## config.mk

```make
export PLATFORM = sky130hd
export DESIGN_NAME = wake_irq_ctrl
export DESIGN_NICKNAME = d
export VERILOG_FILES = /design/src/rtl/wake_irq_pkg.sv /design/src/rtl/wake_sync.sv /design/src/rtl/wake_line_det.sv /design/src/rtl/wake_irq_ctrl.sv
export SDC_FILE = /design/constraint.sdc
export NUM_CORES = 1
export LEC_CHECK = 0
export ABC_CLOCK_PERIOD_IN_PS = 1310
export BUFFER_PORTS_ARGS = -buffer_cell sky130_fd_sc_hd__buf_4
export CELL_PAD_IN_SITES_DETAIL_PLACEMENT = 0
export CELL_PAD_IN_SITES_GLOBAL_PLACEMENT = 1
export CORE_ASPECT_RATIO = 1.1
export CORE_MARGIN = 3
export CORE_UTILIZATION = 43
export DETAILED_ROUTE_END_ITERATION = 10
export GPL_TIMING_DRIVEN = 0
export PLACE_DENSITY_LB_ADDON = 0.1
export SYNTH_ARGS = -nofsm -noshare
export SYNTH_HDL_FRONTEND = slang
export SYNTH_SLANG_ARGS = --single-unit
```

## constraint.sdc

```tcl
create_clock -name clk -period 1.31 [get_ports clk]
set_input_delay 0.131 -clock clk [delete_from_list [all_inputs] [get_ports clk]]
set_output_delay 0.131 -clock clk [all_outputs]
set_load 0.01 [all_outputs]
```

## src/rtl/wake_irq_pkg.sv

```systemverilog
package wake_irq_pkg;

    typedef enum logic [3:0] {
        TRIG_LVL_LOW  = 4'd0,
        TRIG_LVL_HIGH = 4'd1,
        TRIG_FALL     = 4'd2,
        TRIG_RISE     = 4'd4,
        TRIG_BOTH     = 4'd6
    } trig_e;

    localparam int unsigned REG_CFG_A = 0;
    localparam int unsigned REG_CFG_B = 1;
    localparam int unsigned REG_MASK  = 2;
    localparam int unsigned REG_PEND  = 3;

    // group index of a pin: a short first range, then equal ranges
    function automatic int unsigned grp_of_line(int unsigned line,
                                                int unsigned first_sz,
                                                int unsigned grp_sz);
        return (line < first_sz) ? 0 : 1 + (line - first_sz) / grp_sz;
    endfunction

endpackage

```

## src/rtl/wake_sync.sv

```systemverilog
module wake_sync #(
    parameter int W = 28
) (
    input  logic         clk,
    input  logic         rst_n,
    input  logic [W-1:0] d,
    output logic [W-1:0] q
);
    logic [W-1:0] meta_q;

    always_ff @(posedge clk or negedge rst_n) begin
        if (!rst_n) begin
            meta_q <= '0;
            q      <= '0;
        end else begin
            meta_q <= d;
            q      <= meta_q;
        end
    end
endmodule

```

## src/rtl/wake_line_det.sv

```systemverilog
module wake_line_det
    import wake_irq_pkg::*;
#(
    parameter int FLD_W = 4
) (
    input  logic             clk,
    input  logic             rst_n,
    input  logic             lvl,
    input  logic [FLD_W-1:0] code,
    output logic             hit
);
    logic prev_q;

    always_ff @(posedge clk or negedge rst_n) begin
        if (!rst_n) prev_q <= 1'b0;
        else        prev_q <= lvl;
    end

    always_comb begin
        case (code)
            FLD_W'(TRIG_LVL_LOW):  hit = ~lvl;
            FLD_W'(TRIG_LVL_HIGH): hit = lvl;
            FLD_W'(TRIG_FALL):     hit = prev_q & ~lvl;
            FLD_W'(TRIG_RISE):     hit = ~prev_q & lvl;
            FLD_W'(TRIG_BOTH):     hit = prev_q ^ lvl;
            default:               hit = 1'b0;
        endcase
    end
endmodule

```

## src/rtl/wake_irq_ctrl.sv

```systemverilog
module wake_irq_ctrl
    import wake_irq_pkg::*;
#(
    parameter int NUM_LINES = 28,
    parameter int FIRST_GRP = 4,
    parameter int GRP_SIZE  = 8,
    parameter int NUM_GRPS  = 1 + (NUM_LINES - FIRST_GRP) / GRP_SIZE,
    parameter int ADDR_W    = 3,
    parameter int DATA_W    = 32
) (
    input  logic                 clk,
    input  logic                 rst_n,
    input  logic [NUM_LINES-1:0] wake_in,
    input  logic                 bus_wr,
    input  logic [ADDR_W-1:0]    bus_addr,
    input  logic [DATA_W-1:0]    bus_wdata,
    output logic [DATA_W-1:0]    bus_rdata,
    output logic [NUM_GRPS-1:0]  irq_out
);
    localparam int FLD_W    = 4;
    localparam int NUM_FLDS = NUM_LINES / 2;
    localparam int FPW      = DATA_W / FLD_W;

    logic [NUM_LINES-1:0]      wake_s;
    logic [NUM_LINES-1:0]      hit;
    logic [NUM_FLDS*FLD_W-1:0] trig_q;
    logic [NUM_LINES-1:0]      mask_q;
    logic [NUM_LINES-1:0]      pend_q;
    logic [NUM_LINES-1:0]      clr;

    wake_sync #(.W(NUM_LINES)) u_sync (
        .clk   (clk),
        .rst_n (rst_n),
        .d     (wake_in),
        .q     (wake_s)
    );

    // one detector per pin, the pair shares a field
    for (genvar n = 0; n < NUM_LINES; n++) begin : g_det
        wake_line_det #(.FLD_W(FLD_W)) u_det (
            .clk   (clk),
            .rst_n (rst_n),
            .lvl   (wake_s[n]),
            .code  (trig_q[(n/2)*FLD_W +: FLD_W]),
            .hit   (hit[n])
        );
    end

    always_ff @(posedge clk or negedge rst_n) begin
        if (!rst_n) begin
            trig_q <= '0;
        end else if (bus_wr) begin
            for (int f = 0; f < NUM_FLDS; f++) begin
                if (bus_addr == ADDR_W'(REG_CFG_A + f / FPW))
                    trig_q[f*FLD_W +: FLD_W] <= bus_wdata[(f % FPW)*FLD_W +: FLD_W];
            end
        end
    end

    always_ff @(posedge clk or negedge rst_n) begin
        if (!rst_n)
            mask_q <= '1;
        else if (bus_wr && bus_addr == ADDR_W'(REG_MASK))
            mask_q <= bus_wdata[NUM_LINES-1:0];
    end

    assign clr = (bus_wr && bus_addr == ADDR_W'(REG_PEND)) ?
                 bus_wdata[NUM_LINES-1:0] : '0;

    // a new event in the same cycle wins over the acknowledge
    always_ff @(posedge clk or negedge rst_n) begin
        if (!rst_n) pend_q <= '0;
        else        pend_q <= (pend_q & ~clr) | hit;
    end

    always_comb begin
        bus_rdata = '0;
        if (bus_addr == ADDR_W'(REG_MASK)) begin
            bus_rdata[NUM_LINES-1:0] = mask_q;
        end else if (bus_addr == ADDR_W'(REG_PEND)) begin
            bus_rdata[NUM_LINES-1:0] = pend_q;
        end else begin
            for (int f = 0; f < NUM_FLDS; f++) begin
                if (bus_addr == ADDR_W'(REG_CFG_A + f / FPW))
                    bus_rdata[(f % FPW)*FLD_W +: FLD_W] = trig_q[f*FLD_W +: FLD_W];
            end
        end
    end

    function automatic logic [NUM_LINES-1:0] grp_mask(int unsigned g);
        logic [NUM_LINES-1:0] m;
        m = '0;
        for (int unsigned n = 0; n < NUM_LINES; n++)
            if (grp_of_line(n, FIRST_GRP, GRP_SIZE) == g) m[n] = 1'b1;
        return m;
    endfunction

    for (genvar g = 0; g < NUM_GRPS; g++) begin : g_out
        localparam logic [NUM_LINES-1:0] GM = grp_mask(g);
        assign irq_out[g] = |(pend_q & ~mask_q & GM);
    end
endmodule

```

==> reports/results.txt <==
Setup violators final -> 33
Antenna-violating nets left -> 0
Nets@finish -> 1,179
Routed len/inst -> 17.9 um
PortBufs -> 99
Static leakage -> 6.12 nW
Placeable Area -> 0.0223 sq mm
Std cell rows -> 57
Fin area -> 0.0131 sq mm
# hold bufs at CTS -> 60
GPL Wtd Cong -> 0.836
Final period utilization -> 145%
WL final -> 24,500 um
Die W -> 150 um
Worst Setup EP -> irq_out[2]
Worst VDD drop -> 0.000899 V
DR pass1 iterations -> 5
Synth Register Bits -> 196
Number of max-cap violations -> 0
Status -> finished, violations left
First-pass GRT wire length -> 39,500 um
Post-detail-place hpwl -> 16,800 um
Req. time, crit path -> 1.18 ns
Number of H-tree levels -> 4
Pwr Density -> 1400 mW/mm^2
Setup TNS -> -13.27 ns
Synth-to-Final Area Change -> 32.8%
Syn nets -> 945
Worst-skew pair later-pin latency -> 0.43 ns
Placed cell count -> 1,218
Reg-to-Reg Start -> u_sync.q[17]
Reg2reg end -> pend_q[17]
Avg Cell Area, Syn -> 12.0 sq um
Worst Setup SP -> mask_q[13]
Share of the yosys chip area belonging to registers -> 50.1%
IO Pins -> 102
Power Total -> 18.3 mW
Worst-margin pin slew -> 0.621 ns
Cells after Synth -> 823
CP arrival -> 1.77 ns
Hold Path Class -> input pin to async pin
GRT Residual Overflow -> 0
Slew Viols, Final -> 0
Initial antenna violation count -> 0
Synthesis Warnings -> 0
TritonCTS Buffers -> 17
RSZ-0062 raised after global routing -> yes
Reg2reg setup slack -> -0.02 ns
Vias post-DR -> 6,945
Non-Filler Instances -> 1,364
Die footprint -> 0.0248 sq mm
Largest net degree at the start of global routing -> 119
Vias per inst -> 5.09
DRT iter0 DRCs -> 340
Most frequent cells in the layout -> 139 x dfrtp_1, 132 x buf_4, 96 x inv_1
Root buffer cell -> clkbuf_16
Setup crit start kind -> register
Failing checks -> hold timing, setup timing
WHS -> -0.334 ns
Total clock sinks -> 196
Hold Fails Final Rpt -> 71
Clk slew on worst S/H paths -> 0.07 ns
Global Route Usage Sum -> 20.7%
Post-route clock skew -> 0.00746 ns
Ant diodes -> 0
Post-Syn Area -> 0.00987 sq mm
Most common cell after layout, fill and taps aside -> dfrtp_1
Number of global-route vias before repair -> 7,410
Peak Freq -> 0.525 GHz
Crit path kind -> register to primary output
Worst-path maximum fanout -> 3
Worst-case clock buffer depth -> 2
Initial core utilization -> 44.2%
Number of distinct library cells after synthesis -> 40
DRC viols -> 0
Worst reg2reg path depth -> 5
Crit path time final -> 1.90 ns
DP Area -> 0.0110 sq mm
CTS tree -> done
Share of layout cells above drive strength 1 -> 40.8%
Worst setup margin -> -0.594 ns
Die Ht -> 165 um
Relative slew slack -> 58.6%
Crit. End Element -> primary output
-- area by class of cell --
type                       count  area, sq um
clock buffer                  17          425
buffer                        22          250
fill                        1876         9220
inverter                      98          368
sequential                   196         4980
multi-input combinational    491         4510
tap                          295          369
timing repair buffer         231         2060
clock inverter                14          146
-- worst min-delay path by stage --
stage                      startpoint                    end  cells after the start
after floorplan                 rst_n  g_det[0].u_det.prev_q                      0
after global placement    wake_in[12]      u_sync.meta_q[12]                      1
after detailed placement        rst_n            u_sync.q[5]                      1
after CTS                       rst_n            u_sync.q[5]                      1
after global routing            rst_n            u_sync.q[5]                      1
final                           rst_n            u_sync.q[5]                      1
-- synthesized netlist by cell type, drive strengths merged --
library cell	instances	area, sq um
nor3	5	47.5
buf	22	250
a221o	2	20.0
a22oi	3	22.5
o21ai	25	125
o221ai	1	8.76
clkbuf	16	60.1
nor2b	28	175
nor3b	8	60.1
o211ai	5	37.5
dfrtp	168	4200
and4bb	1	16.3
a31oi	4	25.0
and2	5	33.8
and2b	7	52.6
a211oi	7	52.6
and4b	1	10.0
mux2i	18	180
dfstp	28	736
or3b	6	52.6
mux2	82	1040
nand2	41	154
nand3b	13	97.6
ha	56	701
nor2	50	188
o31ai	3	22.5
a211o	11	96.3
a21oi	56	280
mux4	24	541
xor2	12	105
o22ai	14	87.6
inv	98	368
or4	3	22.5
-- sequential cells by signal, summed over array words and instances, names as in the netlist --
name                cells
mask_q                 28
g_det.u_det.prev_q     28
u_sync.meta_q          28
trig_q                 56
pend_q                 28
u_sync.q               28
-- worst max-delay path: stages (launching register included) --
cell and delay, ns:
dfstp_2 0.55, o22ai_2 0.08, or4_4 0.57, buf_6 0.14
-- logic make-up after synthesis --
kind of cell    count (synthesis)  share of synthesized area, %
compound gates                131                          7.89
xor+xnor                       12                          1.07
fa+ha+maj                      56                          7.10
buf+inv                       136                          6.87
flops                         196                          50.1
mux                           124                          17.8
simple gates                  168                          9.22
-- per-stage QoR --
step | util, % | setup slack, ns
after global placement | 49.2 | -1.24
after global routing | 58.7 | -0.633
after detailed placement | 49.3 | -0.700
final | 58.7 | -0.594
after floorplan | - | 0.0116
after CTS | 57.7 | -0.576
-- report_power, final --
group	internal (mW)	switching (mW)	leakage [nW]
Combinational	2.99	2.31	3.66
Sequential	7.16	0.717	2.18
Clock	2.68	2.45	0.280
-- routing by layer --
metal / vias up / wire length [um] / GRT usage, %
met5: - / 0 / 0
met4: 0 / 352 / 4.66
met3: 24 / 780 / 3.54
met2: 109 / 12400 / 35.6
met1: 3533 / 10900 / 27.5
li1: 3279 / - / -
-- repair_timing --
item	in CTS	in global routing
gates cloned	0	0
hold endpoints to repair	183	71
resized for setup	101	37
pin swaps	25	19
endpoints found under the setup margin	47	47
setup buffers	60	11
(Power assumes the default switching activity.)
